===== config.mk =====
export PLATFORM = sky130hd
export DESIGN_NAME = irq_entry_ctrl
export DESIGN_NICKNAME = d
export VERILOG_FILES = /design/src/rtl/irq_entry_ctrl.sv
export SDC_FILE = /design/constraint.sdc
export NUM_CORES = 1
export LEC_CHECK = 0
export ABC_AREA = 1
export BUFFER_PORTS_ARGS = -buffer_cell sky130_fd_sc_hd__buf_4
export CAP_MARGIN = 40
export CELL_PAD_IN_SITES_DETAIL_PLACEMENT = 0
export CELL_PAD_IN_SITES_GLOBAL_PLACEMENT = 2
export CORE_AREA = 2 2 60 56
export CTS_BUF_LIST = sky130_fd_sc_hd__clkbuf_4 sky130_fd_sc_hd__clkbuf_8
export DETAILED_ROUTE_END_ITERATION = 10
export DIE_AREA = 0 0 62 58
export PLACE_DENSITY = 0.82
export SLEW_MARGIN = 10
export SYNTH_ARGS = -nofsm -noshare
export SYNTH_HDL_FRONTEND = slang
export SYNTH_SLANG_ARGS = --single-unit

===== constraint.sdc =====
create_clock -name clk -period 2.9 [get_ports clk]
set_input_delay 0.58 -clock clk [delete_from_list [all_inputs] [get_ports clk]]
set_output_delay 0.58 -clock clk [all_outputs]
set_load 0.01 [all_outputs]

===== src/rtl/irq_entry_ctrl.sv =====
module irq_entry_ctrl #(
  parameter logic [15:0] VEC_ADDR = 16'hFFFE
) (
  input  logic        clk,
  input  logic        rst_n,
  input  logic        irq_n,
  input  logic        cyc_penult,
  input  logic        cyc_last,
  input  logic [1:0]  mask_op,
  input  logic        mask_val,
  input  logic        rti_load,
  input  logic        rti_val,
  input  logic [7:0]  flags_in,
  output logic        irq_pending,
  output logic        seq_active,
  output logic [2:0]  seq_step,
  output logic        push_status,
  output logic [7:0]  status_out,
  output logic        vec_fetch,
  output logic [15:0] vec_addr,
  output logic        i_flag
);
  localparam logic [2:0] PUSH_P = 3'd4;
  localparam logic [2:0] VEC_LO = 3'd5;
  localparam logic [2:0] VEC_HI = 3'd6;

  logic       i_q, pend_q, act_q;
  logic [2:0] step_q;
  logic       start;

  assign start       = cyc_last & pend_q & ~act_q;
  assign push_status = act_q & (step_q == PUSH_P);
  assign vec_fetch   = act_q & (step_q >= VEC_LO);
  assign vec_addr    = vec_fetch ? (VEC_ADDR + {15'd0, step_q == VEC_HI}) : 16'h0000;
  assign status_out  = {flags_in[7:6], 1'b1, 1'b0, flags_in[3], i_q, flags_in[1:0]};

  assign irq_pending = pend_q;
  assign seq_active  = act_q;
  assign seq_step    = step_q;
  assign i_flag      = i_q;

  always_ff @(posedge clk or negedge rst_n) begin
    if (!rst_n) begin
      i_q    <= 1'b1;
      pend_q <= 1'b0;
      act_q  <= 1'b0;
      step_q <= 3'd0;
    end else begin
      if (cyc_penult)
        pend_q <= ~irq_n & ~i_q;
      else if (start)
        pend_q <= 1'b0;

      if (push_status)
        i_q <= 1'b1;
      else if (rti_load)
        i_q <= rti_val;
      else if (cyc_last) begin
        case (mask_op)
          2'd1:    i_q <= 1'b1;
          2'd2:    i_q <= 1'b0;
          2'd3:    i_q <= mask_val;
          default: i_q <= i_q;
        endcase
      end

      if (start) begin
        act_q  <= 1'b1;
        step_q <= 3'd0;
      end else if (act_q) begin
        if (step_q == VEC_HI) begin
          act_q  <= 1'b0;
          step_q <= 3'd0;
        end else begin
          step_q <= step_q + 3'd1;
        end
      end
    end
  end
endmodule



* Word level (Yosys, flattened, before mapping) *
Cells that the tools add are included.

word-level totals
  output and inout bits = 32
  logic and storage cells = 38
  bits in registers = 6
  bits of input ports = 18

operators by class
  equal/unequal tests = 5
  reduce and logical (&&, ||, !) cells = 5
  bitwise operators = 8
  order comparisons = 1
  add/sub/neg operators = 2
  mux-type cells = 13

operators with widths
  cell                                           number
  2-to-1 mux 16 bit                              1
  2-to-1 mux 3 bit                               3
  2-to-1 mux 1 bit                               8
  == test 3 bit, second input constant           2
  bitwise AND 1 bit                              5
  nonzero test 5 bit                             1
  == test 2 bit, second input constant           2
  nonzero test 2 bit                             2
  adder 2 x 2 -> 3 bit, first input constant     1
  adder 3 x 1 -> 3 bit, second input constant    1
  >= comparator 3 bit, second input constant     1
  NOT 1 bit                                      3
  one-hot mux 1 bit (3 select lines)             1
  nonzero test 3 bit                             1
  == test 2 x 1 -> 1 bit, second input constant  1
  AND reduction 2 bit                            1

* Longest topological paths before layout *
Gate-level depths: netlist of run 1.

  depth in word-level cells = 5
  depth in mapped cells = 9
  depth with buffers taken out = 9

* Least setup slack after synthesis of run 1 *
No wires, ideal clock.

  kind = flip-flop to output port
  from = register act_q, in the netlist seq_active
  to = output vec_addr[10]
  cell stages (with the launch flop) = 4
  required time = 2320 ps
  arrival time = 1530 ps
  path slack = 790 ps
  path buffers = 1
  cells stage by stage = dfrtp_1 nand2_2 a21oi_1 buf_4

between the ends
  cells in the longest elaborated chain, start to end = 2

ends and longest elaborated chain
  what                    line  RTL
  start, declared         27    logic i_q, pend_q, act_q;
  start signal, assigned  46    act_q <= 1'b0;
  start signal, assigned  68    act_q <= 1'b1;
  start signal, assigned  72    act_q <= 1'b0;
  bitwise AND 1 bit       33    assign vec_fetch = act_q & (step_q >= VEC_LO);
  named net vec_fetch     19    output logic vec_fetch,
  2-to-1 mux 16 bit       34    assign vec_addr = vec_fetch ? (VEC_ADDR + {15'd0, step_q == VEC_HI}) : 16'h0000;
  end, declared           20    output logic [15:0] vec_addr,

The timed path passes the listed nets, and every way through them passes these cells.

* Worst setup path in the final report of run 1 *
  from = register act_q, in the netlist seq_active
  to = output vec_addr[12]

between the ends
  cells in the longest elaborated chain, start to end = 2

ends and longest elaborated chain
  what               line
  bitwise AND 1 bit  33
  2-to-1 mux 16 bit  34

No other way between the ends.

==> results of run 1 <==
-- report_power, final --
| group | total, mW | internal, mW | switching, mW |
|---|---|---|---|
| clock | 0.0981 | 0.0618 | 0.0363 |
| combinational | 0.456 | 0.225 | 0.231 |
| sequential | 0.166 | 0.122 | 0.0438 |
| total | 0.720 | 0.409 | 0.311 |
-- flip-flops by register name, indices dropped and copies added (netlist names) --
register and cells:
i_flag 1, seq_step 3, irq_pending 1, seq_active 1
-- layout by cell type (no fill, tap or decap) --
cell type	netlist	layout
clkbuf_4	0	4
o21ai_0	1	1
o2bb2ai_1	1	1
a31oi_1	1	1
nor3_2	1	1
nand3_1	1	1
buf_4	23	35
a21oi_1	2	2
nor2_2	1	1
dfrtp_1	5	5
nor2_1	2	2
nand2_1	11	11
a21oi_2	2	2
o21ai_1	2	2
dfstp_2	1	1
nor3b_1	1	1
conb_1	2	2
a21o_1	1	1
ha_1	2	2
nand2_2	2	2
inv_1	5	5
inv_2	3	3
-- stage by stage --
step | hold WS [ps] | utilization (%) | cells | power, mW
finish | 122 | 24.0 | 128 | 0.720
floorplan | 284 | - | 70 | 0.505
global route | 114 | 24.0 | 128 | 0.778
detailed placement | 395 | 23.0 | 124 | 0.631
CTS | 115 | 24.0 | 128 | 0.733
global placement | 394 | 23.0 | 124 | 0.626
-- Yosys cell counts --
master,number,share of area (%)
a21o_1,1,1.4
a21oi_1,2,1.8
a21oi_2,2,3.2
a31oi_1,1,1.2
buf_4,23,32
conb_1,2,1.4
dfrtp_1,5,23
dfstp_2,1,4.9
ha_1,2,4.6
inv_1,5,3.5
inv_2,3,2.1
nand2_1,11,7.6
nand2_2,2,2.3
nand3_1,1,0.92
nor2_1,2,1.4
nor2_2,1,1.2
nor3_2,1,1.8
nor3b_1,1,1.4
o21ai_0,1,0.92
o21ai_1,2,1.8
o2bb2ai_1,1,1.6
-- final cells by class --
| class | count | share of cell area, % |
|---|---|---|
| timing repair buffer | 35 | 36.8 |
| multi-input combinational | 33 | 26.3 |
| sequential | 6 | 21.2 |
| tap | 42 | 7.36 |
| clock buffer | 4 | 4.20 |
| inverter | 8 | 4.20 |
-- critical path, delay by kind of cell, from the launching register on --
family	cells	cell delay, ps
AO/OA/AOI/OAI	1	130
buffers and inverters	2	350
flip-flops	1	420
AND/OR/NAND/NOR	1	110
-- how the worst max path moves through the flow --
stage                       startpoint  depth (start not counted)      endpoint  slack (ps)
2_1_floorplan     seq_active$_DFF_PN0_                          3  vec_addr[10]         790
3_3_place_gp      seq_active$_DFF_PN0_                          4   vec_addr[8]        1340
3_5_place_dp      seq_active$_DFF_PN0_                          4  vec_addr[12]        1330
4_1_cts        seq_step[2]$_DFFE_PN0P_                          4  vec_addr[12]        1040
5_1_grt        seq_step[2]$_DFFE_PN0P_                          4  vec_addr[12]         950
6_report          seq_active$_DFF_PN0_                          4  vec_addr[12]        1050
-- routing by layer --
metal	vias up	share of wire [%]	track usage, %
met5	-	0	0
met3	4	9.0	4.02
li1	228	-	-
met4	0	1.7	4.86
met1	193	37	7.11
met2	13	52	11.0
-- cell families (layout without fill, tap and decap cells) --
group | after synthesis | after routing | synth area share, %
buffers and inverters | 31 | 47 | 37.4
AND/OR/NAND/NOR | 19 | 19 | 16.6
AO/OA/AOI/OAI | 10 | 10 | 12.0
flip-flops | 6 | 6 | 27.9
adder cells (fa/ha/maj) | 2 | 2 | 4.62
other | 2 | 2 | 1.39
==> reports/results.tsv, run 1 <==
metric	value	unit
status	complete, no violations	
Iter 0 DRT Violations	2	
Area Growth Syn to Fin	31.9	%
CTS Buffer Depth	2	
Max VDD drop	0.198	mV
final setup violation count	0	
RSZ-0062 raised after global routing	false	
Initial Util	18.2	%
register bit total from synthesis	6	
Final period util	63.6	%
post-route setup slack	1050	ps
Mapped Area	542	um2
fill count	337	
worst hold path class	in -> async	
GRT overflow	0	
Setup CP Type	reg -> out	
Arrival @ worst endpoint	1270	ps
Clk Latency, worst-skew pair	260	ps
Static Leakage	0.396	nW
reg2reg setup slack	2000	ps
H-tree Lvls	1	
Ports	50	
DP Wirelength	1030	um
cts hold-fix bufs	0	
multi-input logic area	188	um2
vias in the first global route	426	
die width	62	um
crit path launch type	flop	
Power Dens Cells	1010	mW/mm2
Overall Global Routing Usage	7.13	%
core area	0.00297	mm2
sequential area share after synthesis	27.9	%
Tmin final	1850	ps
Critical Path End Type	output pin	
worst clock skew	9.80	ps
Vias	438	
synth unique cells	21	
Placed Area	684	um2
worst reg2reg path depth	3	
layout cell share with drive strength beyond 1	57.0	%
Slew Limit Fails	0	
Vias/cell	3.42	
CTS tree	yes	
CTS Buf Count	3	
synthesized area per cell	7.74	um2
root buf cell	clkbuf_4	
Port-buffer cells	34	
CP max stage delay	420	ps
Final ANT Viol Nets	0	
ANT cells	0	
sum of routed wire length over all layers	1210	um
YS warnings	0	
GPL Wtd Cong	0.764	
global-route wire length before repair	1810	um
num rows	19	
clock slew at reported path FFs	60	ps
worst-path maximum fanout	16	
Max-Cap Viols	0	
clock sink count	6	
Mapped Nets	90	
pin count of the biggest net entering global routing	17	
die area	0.00360	mm2
Placement Setup Slack	1330	ps
Nets	107	
post-synthesis cell count	70	
RR Startpoint	seq_active$_DFF_PN0_	
drt pass-1 iters	4	
most frequent cell on the critical path	buf_4	
Die Ht	58	um
post-CTS sizing	0	
flip-flop and latch area	151	um2
initial antenna violation count	0	
Finished Cell Area	714	um2
routed len/inst	9.42	um
CP max stage cell	dfrtp_1	
Setup TNS	0	ps
Critical Path RT	2320	ps
critical-path cell list	nand2_2 -> a21oi_1 -> buf_4 -> buf_4	
Critical R2R Capture	seq_step[0]$_DFFE_PN0P_	
Post-CTS Setup Inserts	0	
Fin. Hold Viols	0	
DRC errors left	0	
Max Clock Freq	542	MHz
Power figures use the tool's default switching activity.
==> inputs of run 2 (changes only) <==
Settings changed: ABC_AREA 1 to 0, CORE_AREA 2 2 60 56 to 2 2 61 57, DIE_AREA 0 0 62 58 to 0 0 63 59, PLACE_DENSITY 0.82 to 0.77.
Clock period 2.9 ns to 1.7 ns, I/O delays scaled along.
==> reports/results.tsv, run 2 <==
metric	value	unit
register bit total from synthesis	6	
DP Wirelength	898	um
reg2reg setup slack	430	ps
routed len/inst	9.02	um
Slew Limit Fails	0	
Max VDD drop	0.796	mV
final setup violation count	0	
layout cell share with drive strength beyond 1	58.2	%
YS warnings	0	
Final period util	95.0	%
Area Growth Syn to Fin	35.9	%
Initial Util	17.5	%
Final ANT Viol Nets	0	
area leader, netlist	buf_4	
Arrival @ worst endpoint	1280	ps
worst-path maximum fanout	7	
DRC errors left	0	
Synth Flop Type	dfrtp_1	
crit path launch type	flop	
post-route setup slack	85.0	ps
worst hold path class	in -> reg	
RSZ-0062 raised after global routing	false	
total power	1.06	mW
Clk Latency, worst-skew pair	240	ps
sum of routed wire length over all layers	1090	um
Max-Cap Viols	0	
commonest non-fill, non-tap cell in the layout	buf_4	
clock sink count	6	
Static Leakage	0.366	nW
Placement Setup Slack	265	ps
synth cell count leaders	buf_4 (23), a21oi_1 (5), dfrtp_1 (5), nand2_1 (4), o21ai_0 (4)	
die width	63	um
num rows	19	
synthesized area per cell	8.54	um2
pin count of the biggest net entering global routing	17	
share of the synthesized area in the top cell type	32.6	%
synth unique cells	22	
clock slew at reported path FFs	40	ps
max reg flops	3	
fill count	330	
H-tree Lvls	1	
Post-Place Cells	116	
ANT cells	0	
post-synthesis cell count	62	
Critical Path End Type	output pin	
commonest cells after routing, fill and taps aside	buf_4 (35), a21oi_1 (5), dfrtp_1 (5)	
RR Startpoint	seq_active$_DFF_PN0_	
Port-buffer cells	34	
CTS tree	yes	
Hold Startpoint	rti_load	
die area	0.00372	mm2
Vias/cell	3.56	
Die Ht	59	um
CP top delay family	flip-flops	
Fin. Hold Viols	0	
GRT overflow	0	
CP max stage cell	dfrtp_1	
Mapped Area	529	um2
Vias	431	
critical-path cell list	nor2b_2 -> and3_2 -> buf_4	
Power Dens Cells	1470	mW/mm2
Setup TNS	0	ps
Max Clock Freq	619	MHz
Overall Global Routing Usage	6.36	%
Mapped Nets	82	
Iter 0 DRT Violations	14	
Ports	50	
asr flop ratio synth	100	%
CTS Buf Count	3	
most common cell in the netlist	buf_4	
Tmin final	1620	ps
hold worst-path end	i_flag$_DFFE_PN1P_	
initial antenna violation count	0	
Critical Path RT	1360	ps
hold depth	2	
GPL Wtd Cong	0.660	
core area	0.00302	mm2
root buf cell	clkbuf_4	
global-route wire length before repair	1830	um
hold_ws	283	ps
Critical R2R Capture	seq_step[2]$_DFFE_PN0P_	
Post-synth EDFFs	0	
post-route insts no fill	121	
CTS Buffer Depth	2	
drt pass-1 iters	2	
Setup CP Type	reg -> out	
worst reg2reg path depth	4	
worst clock skew	6.88	ps
sequential area share after synthesis	28.6	%
crit path buf inv count	1	
vias in the first global route	420	
top cells by area, synth	buf_4 (33%), dfrtp_1 (24%), dfstp_2 (5.0%), a21oi_1 (4.7%), ha_1 (4.7%)	
CP max stage delay	460	ps
status	complete, no violations	
Nets	100	
[run 2: area by class of cell]
class | count | area [um2] | area share [%]
Inverter | 3 | 11.3 | 1.57
Timing Repair Buffer | 36 | 273 | 37.9
Tap cell | 42 | 52.6 | 7.30
Multi-Input combinational cell | 30 | 201 | 28.0
Clock buffer | 4 | 30.0 | 4.17
Sequential cell | 6 | 151 | 21.0
[run 2: report_power, final]
group / internal [mW] / switching, mW / total (mW)
sequential: 0.201 / 0.106 / 0.307
combinational: 0.331 / 0.265 / 0.596
clock: 0.105 / 0.0484 / 0.153
[run 2: worst max path at each step]
stage          cells past startpoint           end               startpoint
3_5_place_dp                       2   vec_addr[2]  seq_step[1]$_DFFE_PN0P_
4_1_cts                            2   vec_addr[2]  seq_step[1]$_DFFE_PN0P_
3_3_place_gp                       2   vec_addr[7]  seq_step[1]$_DFFE_PN0P_
2_1_floorplan                      2  vec_addr[10]  seq_step[1]$_DFFE_PN0P_
6_report                           3   vec_addr[0]     seq_active$_DFF_PN0_
5_1_grt                            3   vec_addr[0]     seq_active$_DFF_PN0_
[run 2: timing repair]
action | 4_1_cts | 5_1_grt
gates resized for setup | 1 | 1
endpoints found under the hold margin | 5 | 0
pin swaps | 0 | 0
endpoints found under the setup margin | 16 | 16
hold buffers | 1 | 0
setup buffers | 0 | 0
[run 2: cell families (layout without fill, tap and decap cells)]
family	after synthesis	after routing	share of synthesized area (%)
buffers and inverters	26	43	34.8
AOI/OAI and AO/OA	14	14	17.0
and+or+nand+nor	12	12	13.5
DFF	6	6	28.6
adders and majority gates	2	2	4.73
other	2	2	1.42
[run 2: layer usage]
layer	global-route usage (%)	wire, um
met1	7.53	483
met3	3.80	149
met5	0	0
met2	10.0	459
met4	1.27	0
[run 2: through the flow]
stage               instance area [um2]  utilization (%)
finish                              719             23.8
global route                        719             23.8
floorplan                           529                -
detailed placement                  672             22.3
global placement                    672             22.3
CTS                                 712             23.6
==> inputs of run 3 (changes only) <==
Settings changed: ABC_AREA 0 to 1, CORE_AREA 2 2 61 57 to 2 2 63 59, DIE_AREA 0 0 63 59 to 0 0 65 61, PLACE_DENSITY 0.77 to 0.75.
==> reports/results.tsv, run 3 (synthesized netlist as in run 1, its figures left out) <==
metric	value	unit
Fin. Hold Viols	0	
Critical Path End Type	output pin	
clock slew at reported path FFs	40	ps
GRT overflow	0	
P_sw	0.544	mW
Power Dens Cells	1760	mW/mm2
worst clock skew	5.05	ps
Vias	459	
Initial Util	16.5	%
hold worst-path end	i_flag$_DFFE_PN1P_	
H-tree Lvls	1	
CP max stage delay	420	ps
crit path launch type	flop	
Nets	108	
Port-buffer cells	34	
critical-path cell list	inv_2 -> a21oi_2 -> buf_4 -> buf_4	
Iter 0 DRT Violations	9	
CTS Buffer Depth	2	
total power	1.32	mW
Post-CTS Setup Inserts	0	
DRC errors left	0	
Arrival @ worst endpoint	1200	ps
Area Growth Syn to Fin	38.3	%
reg2reg setup slack	780	ps
clock sink count	6	
GPL Wtd Cong	0.764	
Tmin final	1540	ps
Die Ht	61	um
commonest non-fill, non-tap cell in the layout	buf_4	
worst hold path class	in -> reg	
num rows	20	
die area	0.00397	mm2
fill count	371	
RR Startpoint	seq_active$_DFF_PN0_	
Max-Cap Viols	0	
CTS tree	yes	
RSZ-0062 raised after global routing	false	
sum of routed wire length over all layers	1210	um
core area	0.00328	mm2
root buf cell	clkbuf_8	
Setup TNS	0	ps
Setup CP Type	reg -> out	
hold depth	3	
cts hold-fix bufs	1	
Clk Latency, worst-skew pair	230	ps
pin count of the biggest net entering global routing	17	
status	complete, no violations	
Sw Share	41.2	%
Critical R2R Capture	seq_step[2]$_DFFE_PN0P_	
CTS Buf Count	3	
share of power burned in registers	21.3	%
DP Wirelength	1000	um
Static Leakage	0.408	nW
Max VDD drop	0.273	mV
vias in the first global route	395	
post-CTS sizing	0	
worst reg2reg path depth	3	
Slew Limit Fails	0	
layout cell share with drive strength beyond 1	57.5	%
drt pass-1 iters	2	
Cell Int Power	0.775	mW
Final ANT Viol Nets	0	
Max Clock Freq	648	MHz
initial antenna violation count	0	
most frequent cell on the critical path	buf_4	
clock share of power	18.8	%
max reg flops	3	
ANT cells	0	
die width	65	um
Overall Global Routing Usage	6.83	%
Final period util	90.7	%
Ports	50	
worst-path maximum fanout	16	
crit path buf inv count	3	
Critical Path RT	1360	ps
final setup violation count	0	
global-route wire length before repair	1880	um
CP top delay family	buffers and inverters	
Vias/cell	3.50	
CP max stage cell	dfrtp_1	
Hold Startpoint	rti_val	
routed len/inst	9.25	um
combinational share of power	59.8	%
commonest cells after routing, fill and taps aside	buf_4 (35), nand2_1 (11), inv_1 (5), dfrtp_1 (5)	
## run 3: changes by cell type in the layout (fill, tap and decap cells not counted), moves of 2 or more
cell	delta
nand2_1	+7
nand2_2	+2
inv_1	+2
o21ai_0	-3
inv_2	+3
a21oi_2	+2
clkbuf_8	+3
clkbuf_4	-3
a21oi_1	-4
o21ai_1	+2
## run 3: power groups by stage
stage	combinational, mW	sequential, mW	clock (mW)
2_1_floorplan	0.564	0.303	0
3_3_place_gp	0.790	0.287	0
3_5_place_dp	0.801	0.285	0
4_1_cts	0.804	0.283	0.259
5_1_grt	0.865	0.296	0.266
6_report	0.789	0.281	0.248
## run 3: through the flow
step	area [um2]	worst slack, ps	hold slack, ps	std cells	util [%]
global route	749	55.5	331	131	22.9
detailed placement	691	381	156	126	21.1
global placement	691	388	154	126	21.1
floorplan	546	138	44.4	70	-
CTS	749	133	325	131	22.9
finish	749	158	333	131	22.9
## run 3: worst max-delay path by stage
stage | startpoint | end | slack (ps) | cells after the start
after global placement | seq_active$_DFF_PN0_ | vec_addr[1] | 390 | 4
after floorplan | seq_step[1]$_DFFE_PN0P_ | vec_addr[10] | 140 | 3
after CTS | seq_step[2]$_DFFE_PN0P_ | vec_addr[4] | 130 | 4
after detailed placement | seq_step[2]$_DFFE_PN0P_ | vec_addr[4] | 380 | 4
final | seq_step[0]$_DFFE_PN0P_ | vec_addr[4] | 160 | 4
after global routing | seq_step[0]$_DFFE_PN0P_ | vec_addr[3] | 60 | 4
## run 3: worst reg2reg max path, cell delays in order, from the launching register on
cell,delay (ps)
dfrtp_1,410
a21oi_1,190
inv_1,110
o2bb2ai_1,130
## run 3: per-layer routing
metal,wire [um],vias up,global-route usage (%)
met4,57,0,8.21
li1,-,226,-
met5,0,-,0
met3,121,5,2.04
met1,480,204,6.94
met2,553,24,10.6
## run 3: area by class of cell
cell class,count,area (um2),area share [%]
multi-input cells,33,191,25.5
inverters,8,30.0,4.01
repair buffers,36,273,36.4
flip-flops and latches,6,151,20.2
clock buffers,4,48.8,6.51
well taps,44,55.1,7.35
